**config.mk**
```make
export PLATFORM = sky130hd
export DESIGN_NAME = cpu_core
export DESIGN_NICKNAME = d
export VERILOG_FILES = /design/src/rtl/cpu_pkg.sv /design/src/rtl/cpu_regfile.sv /design/src/rtl/cpu_alu.sv /design/src/rtl/cpu_decode.sv /design/src/rtl/cpu_core.sv
export SDC_FILE = /design/constraint.sdc
export NUM_CORES = 2
export LEC_CHECK = 0
export BUFFER_PORTS_ARGS = -buffer_cell sky130_fd_sc_hd__buf_2
export CAP_MARGIN = 20
export CELL_PAD_IN_SITES_DETAIL_PLACEMENT = 0
export CELL_PAD_IN_SITES_GLOBAL_PLACEMENT = 1
export CORE_UTILIZATION = 30
export DETAILED_ROUTE_END_ITERATION = 8
export GPL_TIMING_DRIVEN = 0
export HOLD_SLACK_MARGIN = 0.05
export MAX_ROUTING_LAYER = met4
export PLACE_DENSITY_LB_ADDON = 0.1
export SLEW_MARGIN = 20
export SYNTH_ARGS = -nofsm -noshare
export SYNTH_HDL_FRONTEND = slang
export SYNTH_SLANG_ARGS = --single-unit
```
**constraint.sdc**
```tcl
create_clock -name clk_i -period 8 [get_ports clk_i]
set_input_delay 0.8 -clock clk_i [delete_from_list [all_inputs] [get_ports clk_i]]
set_output_delay 0.8 -clock clk_i [all_outputs]
set_load 0.01 [all_outputs]
```
**src/rtl/cpu_pkg.sv**
```systemverilog
package cpu_pkg;

  localparam int INSTR_W = 32;

  localparam logic [3:0] OP_NOP  = 4'd0;
  localparam logic [3:0] OP_ADD  = 4'd1;
  localparam logic [3:0] OP_ADDI = 4'd2;
  localparam logic [3:0] OP_CMP  = 4'd3;
  localparam logic [3:0] OP_LDR  = 4'd4;
  localparam logic [3:0] OP_STR  = 4'd5;
  localparam logic [3:0] OP_BR   = 4'd6;

  localparam logic [3:0] CC_EQ = 4'd0;
  localparam logic [3:0] CC_NE = 4'd1;
  localparam logic [3:0] CC_LT = 4'd2;
  localparam logic [3:0] CC_GE = 4'd3;
  localparam logic [3:0] CC_AL = 4'd4;

  typedef enum logic {
    PH_FETCH = 1'b0,
    PH_EXEC  = 1'b1
  } phase_e;

  typedef struct packed {
    logic n;
    logic z;
    logic c;
    logic v;
  } flags_t;

  typedef struct packed {
    logic rf_we;
    logic flag_we;
    logic use_imm;
    logic sub;
    logic mem_rd;
    logic mem_wr;
    logic branch;
  } ctrl_t;

  function automatic logic op_sets_flags(logic [3:0] op);
    return (op == OP_ADD) || (op == OP_ADDI) || (op == OP_CMP);
  endfunction

  function automatic logic op_defined(logic [3:0] op);
    return (op >= OP_ADD) && (op <= OP_BR);
  endfunction

endpackage

```
**src/rtl/cpu_regfile.sv**
```systemverilog
module cpu_regfile #(
  parameter int NREG   = 16,
  parameter int DATA_W = 32,
  localparam int AW    = $clog2(NREG)
) (
  input  logic              clk_i,
  input  logic              rst_ni,
  input  logic              we_i,
  input  logic [AW-1:0]     waddr_i,
  input  logic [DATA_W-1:0] wdata_i,
  input  logic [AW-1:0]     raddr_a_i,
  output logic [DATA_W-1:0] rdata_a_o,
  input  logic [AW-1:0]     raddr_b_i,
  output logic [DATA_W-1:0] rdata_b_o
);

  logic [DATA_W-1:0] regs_q [NREG];

  for (genvar g = 0; g < NREG; g++) begin : g_reg
    always_ff @(posedge clk_i or negedge rst_ni) begin
      if (!rst_ni) begin
        regs_q[g] <= '0;
      end else if (we_i && (waddr_i == AW'(g))) begin
        regs_q[g] <= wdata_i;
      end
    end
  end

  assign rdata_a_o = regs_q[raddr_a_i];
  assign rdata_b_o = regs_q[raddr_b_i];

endmodule

```
**src/rtl/cpu_alu.sv**
```systemverilog
module cpu_alu #(
  parameter int DATA_W = 32
) (
  input  logic [DATA_W-1:0] a_i,
  input  logic [DATA_W-1:0] b_i,
  input  logic              sub_i,
  output logic [DATA_W-1:0] res_o,
  output cpu_pkg::flags_t   flags_o
);

  logic [DATA_W-1:0] b_eff;
  logic [DATA_W:0]   wide;

  always_comb begin
    b_eff = sub_i ? ~b_i : b_i;
    wide  = {1'b0, a_i} + {1'b0, b_eff} + {{DATA_W{1'b0}}, sub_i};
    res_o = wide[DATA_W-1:0];
    flags_o.n = res_o[DATA_W-1];
    flags_o.z = (res_o == '0);
    flags_o.c = wide[DATA_W];
    // overflow: operands agree in sign, result does not
    flags_o.v = (a_i[DATA_W-1] == b_eff[DATA_W-1]) &&
                (res_o[DATA_W-1] != a_i[DATA_W-1]);
  end

endmodule

```
**src/rtl/cpu_decode.sv**
```systemverilog
module cpu_decode #(
  parameter int DATA_W = 32,
  parameter int IMM_W  = 8,
  parameter int OFF_W  = 24
) (
  input  logic [cpu_pkg::INSTR_W-1:0] ir_i,
  input  cpu_pkg::flags_t             flags_i,
  output cpu_pkg::ctrl_t              ctrl_o,
  output logic [3:0]                  rd_o,
  output logic [3:0]                  rn_o,
  output logic [3:0]                  rm_o,
  output logic [DATA_W-1:0]           imm_o,
  output logic [DATA_W-1:0]           off_o,
  output logic                        taken_o
);
  import cpu_pkg::*;

  logic [3:0] op;
  logic [3:0] cc;
  logic       cond_ok;

  assign op    = ir_i[31:28];
  assign rd_o  = ir_i[27:24];
  assign cc    = ir_i[27:24];
  assign rn_o  = ir_i[23:20];
  assign rm_o  = ir_i[19:16];
  assign imm_o = {{(DATA_W-IMM_W){ir_i[IMM_W-1]}}, ir_i[IMM_W-1:0]};
  assign off_o = {{(DATA_W-OFF_W){ir_i[OFF_W-1]}}, ir_i[OFF_W-1:0]};

  always_comb begin
    ctrl_o = '0;
    unique case (op)
      OP_ADD:  begin ctrl_o.rf_we = 1'b1; ctrl_o.flag_we = 1'b1; end
      OP_ADDI: begin ctrl_o.rf_we = 1'b1; ctrl_o.flag_we = 1'b1; ctrl_o.use_imm = 1'b1; end
      OP_CMP:  begin ctrl_o.flag_we = 1'b1; ctrl_o.sub = 1'b1; end
      OP_LDR:  begin ctrl_o.rf_we = 1'b1; ctrl_o.mem_rd = 1'b1; end
      OP_STR:  ctrl_o.mem_wr = 1'b1;
      OP_BR:   ctrl_o.branch = 1'b1;
      default: ctrl_o = '0;
    endcase
  end

  always_comb begin
    unique case (cc)
      CC_EQ:   cond_ok = flags_i.z;
      CC_NE:   cond_ok = !flags_i.z;
      CC_LT:   cond_ok = flags_i.n != flags_i.v;
      CC_GE:   cond_ok = flags_i.n == flags_i.v;
      CC_AL:   cond_ok = 1'b1;
      default: cond_ok = 1'b0;
    endcase
  end

  assign taken_o = ctrl_o.branch && cond_ok;

endmodule

```
**src/rtl/cpu_core.sv**
```systemverilog
module cpu_core #(
  parameter int          DATA_W   = 32,
  parameter int          NREG     = 16,
  parameter int          IMM_W    = 8,
  parameter int          OFF_W    = 24,
  parameter logic [31:0] RESET_PC = 32'h0000_8000
) (
  input  logic              clk_i,
  input  logic              rst_ni,
  output logic [DATA_W-1:0] mem_addr_o,
  output logic              mem_we_o,
  output logic [DATA_W-1:0] mem_wdata_o,
  input  logic [DATA_W-1:0] mem_rdata_i
);
  import cpu_pkg::*;

  localparam int FLAG_LSB = DATA_W - 4;
  localparam logic [DATA_W-1:0] ONE = DATA_W'(1);

  phase_e            phase_q;
  logic [DATA_W-1:0] pc_q;
  logic [INSTR_W-1:0] ir_q;
  logic [DATA_W-1:0] psr_q;

  ctrl_t             ctrl;
  logic [3:0]        rd, rn, rm;
  logic [DATA_W-1:0] imm_ext, off_ext;
  logic              taken;
  flags_t            cur_flags, alu_flags;
  logic [DATA_W-1:0] rdata_a, rdata_b, alu_b, alu_res;
  logic              exec, rf_we;
  logic [DATA_W-1:0] rf_wdata, pc_next;

  assign exec      = (phase_q == PH_EXEC);
  assign cur_flags = psr_q[DATA_W-1:FLAG_LSB];

  cpu_decode #(
    .DATA_W (DATA_W),
    .IMM_W  (IMM_W),
    .OFF_W  (OFF_W)
  ) i_decode (
    .ir_i    (ir_q),
    .flags_i (cur_flags),
    .ctrl_o  (ctrl),
    .rd_o    (rd),
    .rn_o    (rn),
    .rm_o    (rm),
    .imm_o   (imm_ext),
    .off_o   (off_ext),
    .taken_o (taken)
  );

  assign rf_we    = exec && ctrl.rf_we;
  assign rf_wdata = ctrl.mem_rd ? mem_rdata_i : alu_res;

  // port b carries Rd for stores
  cpu_regfile #(
    .NREG   (NREG),
    .DATA_W (DATA_W)
  ) i_regfile (
    .clk_i     (clk_i),
    .rst_ni    (rst_ni),
    .we_i      (rf_we),
    .waddr_i   (rd),
    .wdata_i   (rf_wdata),
    .raddr_a_i (rn),
    .rdata_a_o (rdata_a),
    .raddr_b_i (ctrl.mem_wr ? rd : rm),
    .rdata_b_o (rdata_b)
  );

  assign alu_b = ctrl.use_imm ? imm_ext : rdata_b;

  cpu_alu #(
    .DATA_W (DATA_W)
  ) i_alu (
    .a_i     (rdata_a),
    .b_i     (alu_b),
    .sub_i   (ctrl.sub),
    .res_o   (alu_res),
    .flags_o (alu_flags)
  );

  assign mem_addr_o  = (exec && (ctrl.mem_rd || ctrl.mem_wr)) ? rdata_a : pc_q;
  assign mem_we_o    = exec && ctrl.mem_wr;
  assign mem_wdata_o = mem_we_o ? rdata_b : '0;

  assign pc_next = taken ? (pc_q + off_ext) : (pc_q + ONE);

  always_ff @(posedge clk_i or negedge rst_ni) begin
    if (!rst_ni) begin
      phase_q <= PH_FETCH;
      pc_q    <= DATA_W'(RESET_PC);
      ir_q    <= '0;
      psr_q   <= '0;
    end else if (!exec) begin
      ir_q    <= mem_rdata_i;
      phase_q <= PH_EXEC;
    end else begin
      pc_q    <= pc_next;
      phase_q <= PH_FETCH;
      if (ctrl.flag_we) psr_q[DATA_W-1:FLAG_LSB] <= alu_flags;
    end
  end

endmodule

```
Yosys cells after proc, flatten, opt, wreduce, memory -nomap -nowiden. Index checks and enable logic that the tools add are counted.

Reductions and logical operators: 28. $add $sub $neg: 4. Equality and inequality tests: 25. Muxes and demuxes: 22. Magnitude comparators: 2. Bitwise gates (word level): 3.

Operators by type and width (number): 32-bit 2-to-1 mux (10); 32-bit binary-select mux with 4-bit select (2); 32-bit by 32-bit adder with 33-bit output (1); 33-bit by 1-bit adder with 33-bit output (1); 32-bit by 1-bit adder with 32-bit output (second input constant) (1); 32-bit adder (1); 4-bit == test (second input constant) (8); 32-bit logical NOT (1); 32-bit NOT (1); 4-bit by 3-bit == test with 1-bit output (second input constant) (7); 1-bit logical AND (21); 4-bit by 2-bit == test with 1-bit output (second input constant) (4); 5-bit greater-or-equal comparator (second input constant) (2); 4-bit NOT with 5-bit output (2); 4-bit by 1-bit == test with 1-bit output (second input constant) (2); 1-bit 2-to-1 mux (8); 3-bit OR reduction (2); 1-bit case mux with 5 select lines (1); 4-bit logical NOT (1); 4-bit 2-to-1 mux (1); 1-bit == test (2); 1-bit inequality test (2); 2-bit AND reduction (1); 1-bit logical NOT (1); 1-bit logical OR (1).

Input bits: 34. Bits in registers: 581.

Longest topological paths before layout.
Depth in word-level cells: 14. Gate-level depth with buffers: 27.

Hierarchy. From an unflattened synthesis, not the netlist that was laid out.

Cells, all modules: 2688. Area total of the unflattened synthesis: 35469.0 um^2.

By module, submodules not included: cpu_regfile (cells an instance 1676, area an instance 26454.1 um^2, times used 1, seq. area each 12812.3 um^2); cpu_core (cells an instance 564, area an instance 5836.8 um^2, times used 1, seq. area each 1727.9 um^2); cpu_alu (cells an instance 353, area an instance 2464.9 um^2, times used 1, seq. area each 0.0 um^2); cpu_decode (cells an instance 95, area an instance 713.2 um^2, times used 1, seq. area each 0.0 um^2).

Least setup slack after synthesis. OpenSTA, ideal clock, no wires.

Kind: reg2reg. Start: register ir_q[31]. End: register i_regfile.regs_q[156] (netlist name). Path buffers: 5. Arrival time: 5.742 ns. Clock period less this slack: 5.878 ns. Cell stages (with the launch flop): 27. Path slack: 2.122 ns. Cell sequence: dfrtp_1 -> nand4bb_1 -> buf_2 -> mux2_2 -> clkbuf_1 -> clkbuf_1 -> clkbuf_1 -> nand2_1 -> nand3_1 -> nand3_1 -> nand3_1 -> o21ai_0 -> o21ai_0 -> xnor2_1 -> fa_1 -> a21o_1 -> a221oi_1 -> a2bb2oi_1 -> o2bb2ai_1 -> o41a_1 -> o31a_1 -> or2_1 -> a21oi_1 -> xnor2_1 -> mux2i_1 -> clkbuf_1 -> o21ai_0.

Cells in the longest elaborated chain, start to end: 13. Elaborated cells on any way between the ends: 24. Those cells by class: add/sub: 2; eq/ne: 5; mux: 12; bitwise: 2; reduce/logical: 3.

Ends and longest elaborated chain: start, declared (line cpu_core.sv:22) `logic [INSTR_W-1:0] ir_q;`; start signal, assigned (line cpu_core.sv:97) `ir_q <= mem_rdata_i;`; 4-bit by 3-bit == test with 1-bit output (line cpu_decode.sv:32) `unique case (op)`; 1-bit 2-to-1 mux (line cpu_decode.sv:32); 4-bit 2-to-1 mux (line cpu_core.sv:68) `.raddr_b_i (ctrl.mem_wr ? rd : rm),`; 4-bit NOT with 5-bit output (implied by the code) (line cpu_regfile.sv:30) `assign rdata_b_o = regs_q[raddr_b_i];`; 32-bit binary-select mux with 4-bit select (line cpu_regfile.sv:30); 32-bit 2-to-1 mux (implied by the code) (2 in a row) (line cpu_regfile.sv:30); 32-bit 2-to-1 mux (line cpu_core.sv:72) `assign alu_b = ctrl.use_imm ? imm_ext : rdata_b;`; 32-bit NOT (line cpu_alu.sv:15) `b_eff = sub_i ? ~b_i : b_i;`; 32-bit 2-to-1 mux (line cpu_alu.sv:15); 32-bit by 32-bit adder with 33-bit output (line cpu_alu.sv:16) `wide = {1'b0, a_i} + {1'b0, b_eff} + {{DATA_W{1'b0}}, sub_i};`; 33-bit by 1-bit adder with 33-bit output (line cpu_alu.sv:16); 32-bit 2-to-1 mux (line cpu_core.sv:54) `assign rf_wdata = ctrl.mem_rd ? mem_rdata_i : alu_res;`; end signal, assigned by index (line cpu_regfile.sv:24) `regs_q[g] <= wdata_i;`; end, declared (line cpu_regfile.sv:17) `logic [DATA_W-1:0] regs_q [NREG];`.

Parallel ways exist; a longest one is shown, timed or not. The select of a mux whose other input is x is not followed. A chain may end at the register's enable or synchronous reset.

Final worst setup path.
Start: register ir_q[30]. End: register i_regfile.regs_q[158] (netlist name).

The elaborated chain is that of the path after synthesis.

==> impl_metrics.json <==
{
  "setup_viol_count_final": 0,
  "power.leakage_uw": 0.0180,
  "maxClockFrequency_mhz": 127,
  "synth_common_cells": "1032 x sky130_fd_sc_hd__nand2_1, 579 x sky130_fd_sc_hd__dfrtp_1, 505 x sky130_fd_sc_hd__o21ai_0",
  "pre_cts_slack_ns": -2.17,
  "grt_pass1_wl_um": 244000,
  "antenna_found_initial": 5,
  "htreeDepth": 3,
  "clk_path_buf_depth": 3,
  "net_count_after_synthesis": 4026,
  "first_pass_iters": 9,
  "seqPwrFrac_pct": 32.6,
  "detailedPlacementHpwl_um": 135000,
  "sw_frac_of_total_pct": 42.5,
  "post_synth_inst_count": 3929,
  "reg2reg_setup_slack_ns": 0.13,
  "remaining_drc_errors": 24,
  "report.final.hold_viol_count": 0,
  "power.ir.vdd_worst_v": 0.000119,
  "numClockSinks": 580,
  "critical_path_class": "flop to flop",
  "detailed_place.area_um2": 37500,
  "core_region_area_um2": 115000,
  "timing.slew.headroom_pct": 17.9,
  "fp-row-count": 124,
  "floorplan.initialDensity_pct": 30.3,
  "synth_most_common_cell": "sky130_fd_sc_hd__nand2_1",
  "fin_nets": 4212,
  "cts_root_buffer": "sky130_fd_sc_hd__clkbuf_16",
  "endpoint_kind": "flop",
  "slew_violations": 0,
  "unrepaired_setup_endpoints_after_global_routing": "no",
  "clock_latency_ns": 0.65,
  "routed_vias_inst": 5.57,
  "switchingPower_uw": 5370,
  "postLayoutCellArea_um2": 40300,
  "crit-reg2reg-capture": "i_regfile.regs_q[158]$_DFFE_PN0P_",
  "worst_r2r_src": "ir_q[30]$_DFFE_PN0N_",
  "combPwrFrac_pct": 38.8,
  "synth_top_flop_cell": "sky130_fd_sc_hd__dfrtp_1",
  "synth-edff-count": 0,
  "area_delta_synth_final_pct": 15.8,
  "grt_max_degree": 91,
  "routed-via-count": 31678,
  "first_global_vias": 30656,
  "worst-slew-pin-transition_ns": 1.23,
  "fin_setup_tns_ns": 0,
  "io_buffers": 98,
  "tritoncts_clock_tree": "built",
  "dieWidth_um": 342,
  "final_antenna_net_count": 0,
  "cellPowerDensity_nw_per_um2": 313,
  "pwr-share-clk_pct": 28.6,
  "synth_top_area_cell": "sky130_fd_sc_hd__dfrtp_1",
  "postSynthAreaPerCell_um2": 8.85,
  "yosysWarningCount": 0,
  "violations": "DRC",
  "place.detailed.instances": 5550,
  "netlist_top_cells_area": "sky130_fd_sc_hd__dfrtp_1 42%, sky130_fd_sc_hd__nand2_1 11%, sky130_fd_sc_hd__mux4_2 10%, sky130_fd_sc_hd__o21ai_0 7.3%, sky130_fd_sc_hd__nand3_1 5.1%",
  "final.fill_count": 12120,
  "die-height_um": 342,
  "cts.reportedPaths.clkPinSlew_ns": 0.06,
  "top_level_ports": 99,
  "worstHoldPathCells": 2,
  "wl_um": 173000,
  "setup_slack_ns": 0.127,
  "syn_area_um2": 34800,
  "cp_data_required_time_ns": 8.50,
  "synth-seq-cells": 580,
  "gpl.final_weighted_congestion": 0.973,
  "synth_top_area_share_pct": 41.7,
  "drt_first_iter_violations": 3191,
  "critical_path.startpoint": "ir_q[30]$_DFFE_PN0N_",
  "hold_end": "ir_q[10]$_DFFE_PN0N_",
  "grt_overflow": 0,
  "design.die.area_um2": 117000,
  "final.period_utilization_pct": 98.4,
  "fin_util_pct": 35.1,
  "setup.worst_path.start_class": "flop",
  "hold_path.class": "input port to flop",
  "run_status": "finished, violations left",
  "crit_arrival_ns": 8.37,
  "drive_gt1_share_pct": 16.6,
  "cts_buffers": 74,
  "yosysUniqueCellTypes": 79,
  "synthArstFlopShare_pct": 100,
  "crit_fanout": 10,
  "timing.clock.skew_ns": 0.0230,
  "detail_route.wl_per_cell_um": 30.5,
  "ys_seq_area_share_pct": 41.8,
  "globalRouteTotalUtil_pct": 30.4,
  "timing.reg2reg.worst_path_depth": 24,
  "p_int_uw": 7260,
  "timing.max_cap.violations": 0,
  "final-instance-count-excl-fill": 5687,
  "min_period_ns": 7.87,
  "hold_path_startpoint": "mem_rdata_i[10]"
}
[final cells by class]
type / instances / area, um^2 / share of cell area (%)
Sequential cell: 580 / 14500 / 36.0
Multi-Input combinational cell: 3002 / 19100 / 47.4
Buffer: 320 / 1330 / 3.30
Antenna cell: 4 / 10.0 / 0.0249
Clock buffer: 101 / 2170 / 5.38
Clock inverter: 31 / 375 / 0.932
Tap cell: 1512 / 1890 / 4.70
Timing Repair Buffer: 111 / 777 / 1.93
Inverter: 26 / 97.6 / 0.242
[flip-flops by register name (all words and copies together), names as in the netlist]
signal and cells:
i_regfile.regs_q 512, ir_q 32, pc_q 32, cur_flags 3, exec 1
[metal layers]
metal	up-vias	share of wire, %	wire length, um	GRT usage [%]
li1	14144	-	-	-
met1	16145	43	75100	39.9
met2	1160	47	80700	47.5
met3	229	6.8	11900	5.11
met4	0	3.3	5750	9.82
met5	-	0	0	-
[kinds of logic after synthesis]
group	Yosys count	share of synthesized area, %
AND/OR/NAND/NOR	1701	20.9
AO/OA/AOI/OAI	821	13.1
flip-flops	580	41.8
buffers and inverters	347	3.83
multiplexers	341	16.2
XOR/XNOR	76	1.91
adder cells (fa/ha/maj)	63	2.31
[critical path: stages, from the launching register on]
cell                        delay, ns
sky130_fd_sc_hd__dfrtp_1         0.46
sky130_fd_sc_hd__nand4bb_1       0.16
sky130_fd_sc_hd__buf_2           0.27
sky130_fd_sc_hd__mux2i_4         0.49
sky130_fd_sc_hd__clkbuf_2        0.52
sky130_fd_sc_hd__clkbuf_2        0.50
sky130_fd_sc_hd__nand3_1         0.12
sky130_fd_sc_hd__a21oi_1         0.53
sky130_fd_sc_hd__nor2_1          0.08
sky130_fd_sc_hd__o21ai_1         0.43
sky130_fd_sc_hd__o21ai_0         0.19
sky130_fd_sc_hd__xnor2_1         0.17
sky130_fd_sc_hd__ha_1            0.39
sky130_fd_sc_hd__a21oi_1         0.24
sky130_fd_sc_hd__a21boi_0        0.15
sky130_fd_sc_hd__a311oi_2        0.49
sky130_fd_sc_hd__o2bb2ai_1       0.26
sky130_fd_sc_hd__o41a_1          0.44
sky130_fd_sc_hd__o31a_1          0.28
sky130_fd_sc_hd__or2_1           0.24
sky130_fd_sc_hd__a21oi_1         0.19
sky130_fd_sc_hd__xnor2_1         0.14
sky130_fd_sc_hd__mux2i_4         0.40
sky130_fd_sc_hd__clkbuf_4        0.37
sky130_fd_sc_hd__o21ai_0         0.13
[metrics by stage]
step	power, uW	hold slack, ns
2_1_floorplan	6680	0.438
3_3_place_gp	8790	0.478
3_5_place_dp	8820	0.485
4_1_cts	12500	0.364
5_1_grt	13200	0.393
6_report	12600	0.400
[what timing repair did]
action,in CTS,in global routing
hold buffers,1,0
hold endpoints to repair,10,0
setup endpoints to repair,392,202
gates resized for setup,60,75
buffers inserted,0,1
[how the worst max path moves through the flow]
stage,endpoint,slack (ns),depth (start not counted)
after floorplan,i_regfile.regs_q[156]$_DFFE_PN0P_,2.12,26
after global placement,i_regfile.regs_q[153]$_DFFE_PN0P_,-7.61,1
after detailed placement,i_regfile.regs_q[158]$_DFFE_PN0P_,-2.17,24
after CTS,i_regfile.regs_q[156]$_DFFE_PN0P_,0.004,25
after global routing,i_regfile.regs_q[158]$_DFFE_PN0P_,0.009,27
final,i_regfile.regs_q[158]$_DFFE_PN0P_,0.13,24
[layout by cell type (no fill, tap or decap), types with 16 or more instances in the layout]
cell type / instances
sky130_fd_sc_hd__dfrtp_1: 579
sky130_fd_sc_hd__nand2b_1: 22
sky130_fd_sc_hd__nand3_1: 353
sky130_fd_sc_hd__buf_2: 113
sky130_fd_sc_hd__mux4_2: 162
sky130_fd_sc_hd__o21ai_0: 489
sky130_fd_sc_hd__and2_1: 31
sky130_fd_sc_hd__clkbuf_1: 225
sky130_fd_sc_hd__o21ai_1: 17
sky130_fd_sc_hd__inv_1: 26
sky130_fd_sc_hd__clkbuf_16: 77
sky130_fd_sc_hd__nand2_1: 1032
sky130_fd_sc_hd__clkinv_2: 17
sky130_fd_sc_hd__xor2_1: 16
sky130_fd_sc_hd__buf_1: 25
sky130_fd_sc_hd__a21oi_1: 164
sky130_fd_sc_hd__xnor2_1: 60
sky130_fd_sc_hd__nor2_1: 161
sky130_fd_sc_hd__mux2_2: 156
sky130_fd_sc_hd__a21o_1: 24
sky130_fd_sc_hd__ha_1: 61
sky130_fd_sc_hd__clkbuf_2: 57
[power groups by stage]
| stage | registers [uW] | logic [uW] | clock network [uW] |
|---|---|---|---|
| floorplan | 3920 | 2760 | 0 |
| global placement | 4130 | 4650 | 0 |
| detailed placement | 4140 | 4690 | 0 |
| CTS | 4090 | 4760 | 3670 |
| global route | 4190 | 5260 | 3770 |
| finish | 4110 | 4900 | 3610 |
No activity file was read; power rests on OpenSTA's default activity.
